<file path="src/rtl/esr_pkg.sv">
package esr_pkg;

    typedef enum logic [1:0] {
        ST_IDLE,
        ST_ARR_BUSY,
        ST_STAT_BUSY
    } wr_state_e;

    localparam logic [3:0] STAT_FILL = 4'hF;

endpackage

</file>
<file path="src/rtl/prot_range_chk.sv">
module prot_range_chk #(
    parameter int ADDR_W = 8
) (
    input  logic [1:0]        bp,
    input  logic [ADDR_W-1:0] addr,
    output logic              hit
);

    logic [1:0] region;

    assign region = addr[ADDR_W-1 -: 2];

    always_comb begin
        unique case (bp)
            2'b00:   hit = 1'b0;
            2'b01:   hit = (region == 2'b11);
            2'b10:   hit = region[1];
            default: hit = 1'b1;
        endcase
    end

endmodule

</file>
<file path="src/rtl/wr_cycle_fsm.sv">
module wr_cycle_fsm
    import esr_pkg::*;
#(
    parameter int         ADDR_W    = 8,
    parameter int         DATA_W    = 8,
    parameter int         WR_CYCLES = 1000,
    parameter logic [1:0] BP_INIT   = 2'b00
) (
    input  logic              clk,
    input  logic              rst_n,
    input  logic              set_we,
    input  logic              clr_we,
    input  logic              wr_stat,
    input  logic [1:0]        stat_bp,
    input  logic              wr_byte,
    input  logic [ADDR_W-1:0] addr,
    input  logic [DATA_W-1:0] data,
    input  logic              prot_hit,
    output logic              wel,
    output logic              wip,
    output logic [1:0]        bp,
    output logic              arr_we,
    output logic [ADDR_W-1:0] arr_addr,
    output logic [DATA_W-1:0] arr_data
);

    localparam int          CW       = (WR_CYCLES > 2) ? $clog2(WR_CYCLES) : 1;
    localparam logic [CW-1:0] CNT_LOAD = CW'(WR_CYCLES - 1);

    wr_state_e         state, state_nx;
    logic [CW-1:0]     cnt;
    logic              wel_q;
    logic [1:0]        bp_q, bp_pend;
    logic [ADDR_W-1:0] addr_q;
    logic [DATA_W-1:0] data_q;
    logic              last;
    logic              take_byte, take_stat;

    assign last      = (cnt == '0);
    assign take_byte = wr_byte && wel_q && !prot_hit;
    assign take_stat = !wr_byte && wr_stat && wel_q;

    // next-state selection
    always_comb begin
        state_nx = state;
        unique case (state)
            ST_IDLE: begin
                if (take_byte)      state_nx = ST_ARR_BUSY;
                else if (take_stat) state_nx = ST_STAT_BUSY;
            end
            ST_ARR_BUSY:  if (last) state_nx = ST_IDLE;
            ST_STAT_BUSY: if (last) state_nx = ST_IDLE;
            default:      state_nx = ST_IDLE;
        endcase
    end

    // state register with its datapath
    always_ff @(posedge clk) begin
        if (!rst_n) begin
            state   <= ST_IDLE;
            cnt     <= '0;
            wel_q   <= 1'b0;
            bp_q    <= BP_INIT;
            bp_pend <= BP_INIT;
            addr_q  <= '0;
            data_q  <= '0;
        end else begin
            state <= state_nx;
            unique case (state)
                ST_IDLE: begin
                    if (wr_byte) begin
                        if (take_byte) begin
                            addr_q <= addr;
                            data_q <= data;
                            cnt    <= CNT_LOAD;
                        end
                    end else if (wr_stat) begin
                        if (take_stat) begin
                            bp_pend <= stat_bp;
                            cnt     <= CNT_LOAD;
                        end
                    end else if (clr_we) begin
                        wel_q <= 1'b0;
                    end else if (set_we) begin
                        wel_q <= 1'b1;
                    end
                end
                ST_ARR_BUSY: begin
                    if (last) wel_q <= 1'b0;
                    else      cnt   <= cnt - CW'(1);
                end
                ST_STAT_BUSY: begin
                    if (last) begin
                        wel_q <= 1'b0;
                        bp_q  <= bp_pend;
                    end else begin
                        cnt <= cnt - CW'(1);
                    end
                end
                default: ;
            endcase
        end
    end

    // outputs
    always_comb begin
        wel      = wel_q;
        bp       = bp_q;
        wip      = (state != ST_IDLE);
        arr_we   = (state == ST_ARR_BUSY) && last;
        arr_addr = addr_q;
        arr_data = data_q;
    end

endmodule

</file>
<file path="src/rtl/eeprom_status_ctrl.sv">
module eeprom_status_ctrl
    import esr_pkg::*;
#(
    parameter int         ADDR_W    = 8,
    parameter int         DATA_W    = 8,
    parameter int         WR_CYCLES = 1000,
    parameter logic [1:0] BP_INIT   = 2'b00
) (
    input  logic              clk,
    input  logic              rst_n,
    input  logic              req_set_we,
    input  logic              req_clr_we,
    input  logic              req_wr_stat,
    input  logic [1:0]        stat_bp_in,
    input  logic              req_wr_byte,
    input  logic [ADDR_W-1:0] byte_addr,
    input  logic [DATA_W-1:0] byte_data,
    output logic [7:0]        status_out,
    output logic              arr_we,
    output logic [ADDR_W-1:0] arr_addr,
    output logic [DATA_W-1:0] arr_wdata
);

    logic       prot_hit;
    logic       wel, wip;
    logic [1:0] bp;

    prot_range_chk #(.ADDR_W(ADDR_W)) u_prot (
        .bp   (bp),
        .addr (byte_addr),
        .hit  (prot_hit)
    );

    wr_cycle_fsm #(
        .ADDR_W    (ADDR_W),
        .DATA_W    (DATA_W),
        .WR_CYCLES (WR_CYCLES),
        .BP_INIT   (BP_INIT)
    ) u_fsm (
        .clk      (clk),
        .rst_n    (rst_n),
        .set_we   (req_set_we),
        .clr_we   (req_clr_we),
        .wr_stat  (req_wr_stat),
        .stat_bp  (stat_bp_in),
        .wr_byte  (req_wr_byte),
        .addr     (byte_addr),
        .data     (byte_data),
        .prot_hit (prot_hit),
        .wel      (wel),
        .wip      (wip),
        .bp       (bp),
        .arr_we   (arr_we),
        .arr_addr (arr_addr),
        .arr_data (arr_wdata)
    );

    assign status_out = {STAT_FILL, bp, wel, wip};

endmodule

</file>
<file path="config.mk">
export PLATFORM = sky130hd
export DESIGN_NAME = eeprom_status_ctrl
export DESIGN_NICKNAME = d
export VERILOG_FILES = /design/src/rtl/esr_pkg.sv /design/src/rtl/prot_range_chk.sv /design/src/rtl/wr_cycle_fsm.sv /design/src/rtl/eeprom_status_ctrl.sv
export SDC_FILE = /design/constraint.sdc
export NUM_CORES = 1
export LEC_CHECK = 0
export BUFFER_PORTS_ARGS = -buffer_cell sky130_fd_sc_hd__clkbuf_2
export CAP_MARGIN = 30
export CORE_AREA = 2 2 57 72
export CTS_CLUSTER_SIZE = 24
export DETAILED_ROUTE_END_ITERATION = 12
export DIE_AREA = 0 0 59 74
export GPL_ROUTABILITY_DRIVEN = 0
export GPL_TIMING_DRIVEN = 0
export HOLD_SLACK_MARGIN = 0.06
export PLACE_DENSITY = 0.72
export REMOVE_ABC_BUFFERS = 1
export SETUP_SLACK_MARGIN = 0.5
export SLEW_MARGIN = 0
export SYNTH_ARGS = -nofsm -noshare
export SYNTH_HDL_FRONTEND = slang
export SYNTH_SLANG_ARGS = --single-unit
</file>
<file path="constraint.sdc">
create_clock -name clk -period 2.2 [get_ports clk]
set_clock_uncertainty 0.15 [all_clocks]
set_input_delay 0.55 -clock clk [delete_from_list [all_inputs] [get_ports clk]]
set_output_delay 0.55 -clock clk [all_outputs]
set_load 0.05 [all_outputs]
</file>
==> run metrics <==
DRT Pass-1 Iters 4; Post-Synthesis Cells 182; post-synth top area cell dfxtp_1; Residual DRC 0; main combinational cell family by area after synthesis simple AND/OR/NAND/NOR gates; minimum clock period 2.419 ns; Worst path slowest cell or4_4; vias in the first global route 1372; WP data required 1.50 ns; sequential area share after synthesis 41.06%; Max Fclk 413.5 MHz; total grt overflow 0; xor/xnor share of the synthesized area 0%; num rows 25; failing checks setup timing; via count 1591; Layout fillers 282; Total Wirelength 4.438 mm; Least-Margin Pin Slew 0.9731 ns; Layout Cells excl Fill 287; adder-cell share of the synthesized area 3.888%; DP HPWL 2.332 mm; first-pass GRT wire length 6.230 mm; drt wl/cell 15.46 um; synthesized cell area 1609 um^2; Hold Slack 0.3249 ns; core box area 3691 um^2; top cell type's share of synthesized area 41.06%; Layout Area Growth over Synthesis 51.09%; GRT Total Usage 18.89%; Worst Hold Class reg2reg; die area 4366 um^2; syn avg cell area 8.841 um^2; CP peak stage delay 0.56 ns; TritonCTS clock tree done; 1st-iter DRT viols 51; IO Count 49; FF+latch area 674.4 um^2; max-slew violation count 0; Synth warnings 0; Die X 59 um; dpl ws -0.4652 ns; max-cap check violation count 0; Startpoint Class flip-flop; Static Leak 1.143 nW; final worst setup slack -0.2186 ns; Layout Nets 275; Root Driver clkbuf_8; Routed Antenna Nets 0; Total Power 3.763 mW; Ant. Diodes 0; Setup CP Type reg2out; CTS Sinks 33; Worst slew margin 35.06%; drt via density 5.544; Port Buf Inserts 44; final setup violation count 1; Final period util 109.9%; maximum clock insertion buffer count 2; CTS Buf Count 5; pin count of the biggest net entering global routing 31; CTS H-Tree Depth 2; status complete, but fails checks; hold_buf cts 0; Final Hold Fails 0; Initial Util 43.59%; post-synthesis compound-gate area fraction 14.70%; CP Capture Type output port; Peak VDD IR 0.7734 mV; CP Cell Sequence or4_4 -> nor4_4 -> and2_4 -> buf_8; cell count after placement 255; Die Ht 74 um; pwr dens 1548 nW/um^2; crit path DAT 1.72 ns; multi-input logic area 1100 um^2; count of cell types in the netlist 42; initial antenna violation count 0; RSZ-0062 raised after global routing true; Yosys reg bits 33; multiplexer share of the synthesized area 11.20%; synth top area cells dfxtp_1 41%, mux2i_1 11%, nor2_1 5.1%, a21oi_1 4.7%, ha_1 3.9%; share of cells above drive strength 1 51.82%; Synth Area in Simple Gates 21.54%; Clock Latency Late Sink 0.29 ns; clock-pin slew on the worst setup and hold paths 0.07 ns; crit-path max FO 2
timing repair:
action                                  4_1_cts  5_1_grt
resized for setup                            45       39
cloned                                        3        0
buffers inserted                             12        9
pin swaps                                    21       18
endpoints found under the hold margin         0        0
endpoints found under the setup margin       34       35
metal layers:
layer | global-route usage, % | routed length (um)
met4 | 9.343 | 110
met1 | 22.92 | 1877
met2 | 30.62 | 2174
met5 | 0 | 0
met3 | 5.217 | 275
Yosys cell counts (all sizes together):
master,instances
nand2,13
nand2b,1
nor2,22
ha,5
o21a,2
nor4,4
clkbuf,6
or3,1
a31o,1
a21boi,1
o2111ai,1
nor3,5
or2,4
a21oi,15
a21o,1
o32ai,1
and3,1
nand3,4
nor2b,2
mux2i,18
o31ai,5
dfxtp,33
buf,9
o21ai,6
inv,8
nor3b,3
or4,1
o41ai,1
nor4b,1
and2,1
and4,2
conb,1
a311oi,2
a31oi,1
through the flow:
step	area, um^2	util [%]	setup TNS, ns
3_5_place_dp	1809	49.02	-2.715
5_1_grt	2431	65.86	-0.4838
3_3_place_gp	1802	48.81	-6.262
4_1_cts	2217	60.07	-0.3157
2_1_floorplan	1531	-	-1.802
6_report	2431	65.86	-0.2186
logic make-up (layout without fill, tap and decap cells):
group           count (synthesis)  after routing
simple gates                   65             68
compound gates                 37             37
flops                          33             33
buf+inv                        23             82
mux                            18             18
fa+ha+maj                       5              5
other cells                     1              4
cell usage in the layout, fill, tap and decap left out, drive strengths merged, types with 2 or more instances in the layout:
cell type,Yosys,layout
ha,5,5
mux2i,18,18
a21oi,15,15
nor4,4,4
inv,8,8
nor2,22,22
nor2b,2,3
dfxtp,33,33
clkbuf,6,46
nor3,5,5
nor3b,3,3
buf,9,25
and4,2,2
a311oi,2,2
conb,1,4
o21ai,6,6
o31ai,5,5
or2,4,6
nand2,13,13
o21a,2,2
nand3,4,4
path summary, 6_finish.rpt:
path                                       from                        end  slack (ns)  depth (start not counted)
setup / recovery      u_fsm.cnt[6]$_SDFFE_PN0P_                     arr_we       -0.22                          4
hold / removal    u_fsm.bp_pend[0]$_SDFFE_PN0P_   u_fsm.bp[0]$_SDFFE_PN0P_        0.32                          2
setup reg to reg      u_fsm.cnt[6]$_SDFFE_PN0P_  u_fsm.cnt[9]$_SDFFE_PN0P_        0.01                          7
hold reg to reg   u_fsm.bp_pend[0]$_SDFFE_PN0P_   u_fsm.bp[0]$_SDFFE_PN0P_        0.32                          2
layout make-up:
class	instances	share of cell area (%)
multi-input cells	132	45.24
inverters	8	1.544
repair buffers	66	18.68
clock buffers	5	2.831
clock inverters	3	1.904
well taps	40	2.059
flip-flops and latches	33	27.74
state kept, by name, indices dropped and copies added (netlist names):
name / count
u_fsm.arr_addr: 8
u_fsm.arr_data: 8
u_fsm.bp: 2
u_fsm.bp_pend: 2
u_fsm.cnt: 10
u_fsm.state: 2
u_fsm.wel: 1
power breakdown:
group	leakage, nW	switching [mW]	total, mW	internal [mW]
combinational	0.816	1.22	2.37	1.15
sequential	0.272	0.112	0.811	0.699
clock	0.0543	0.245	0.583	0.339
critical path, delay by kind of cell, from the launching register on:
kind | cells | cell delay [ns]
buffers and inverters | 1 | 0.14
AND/OR/NAND/NOR | 3 | 0.96
flip-flops | 1 | 0.33
Note: power is estimated with default switching activity, not from simulation.
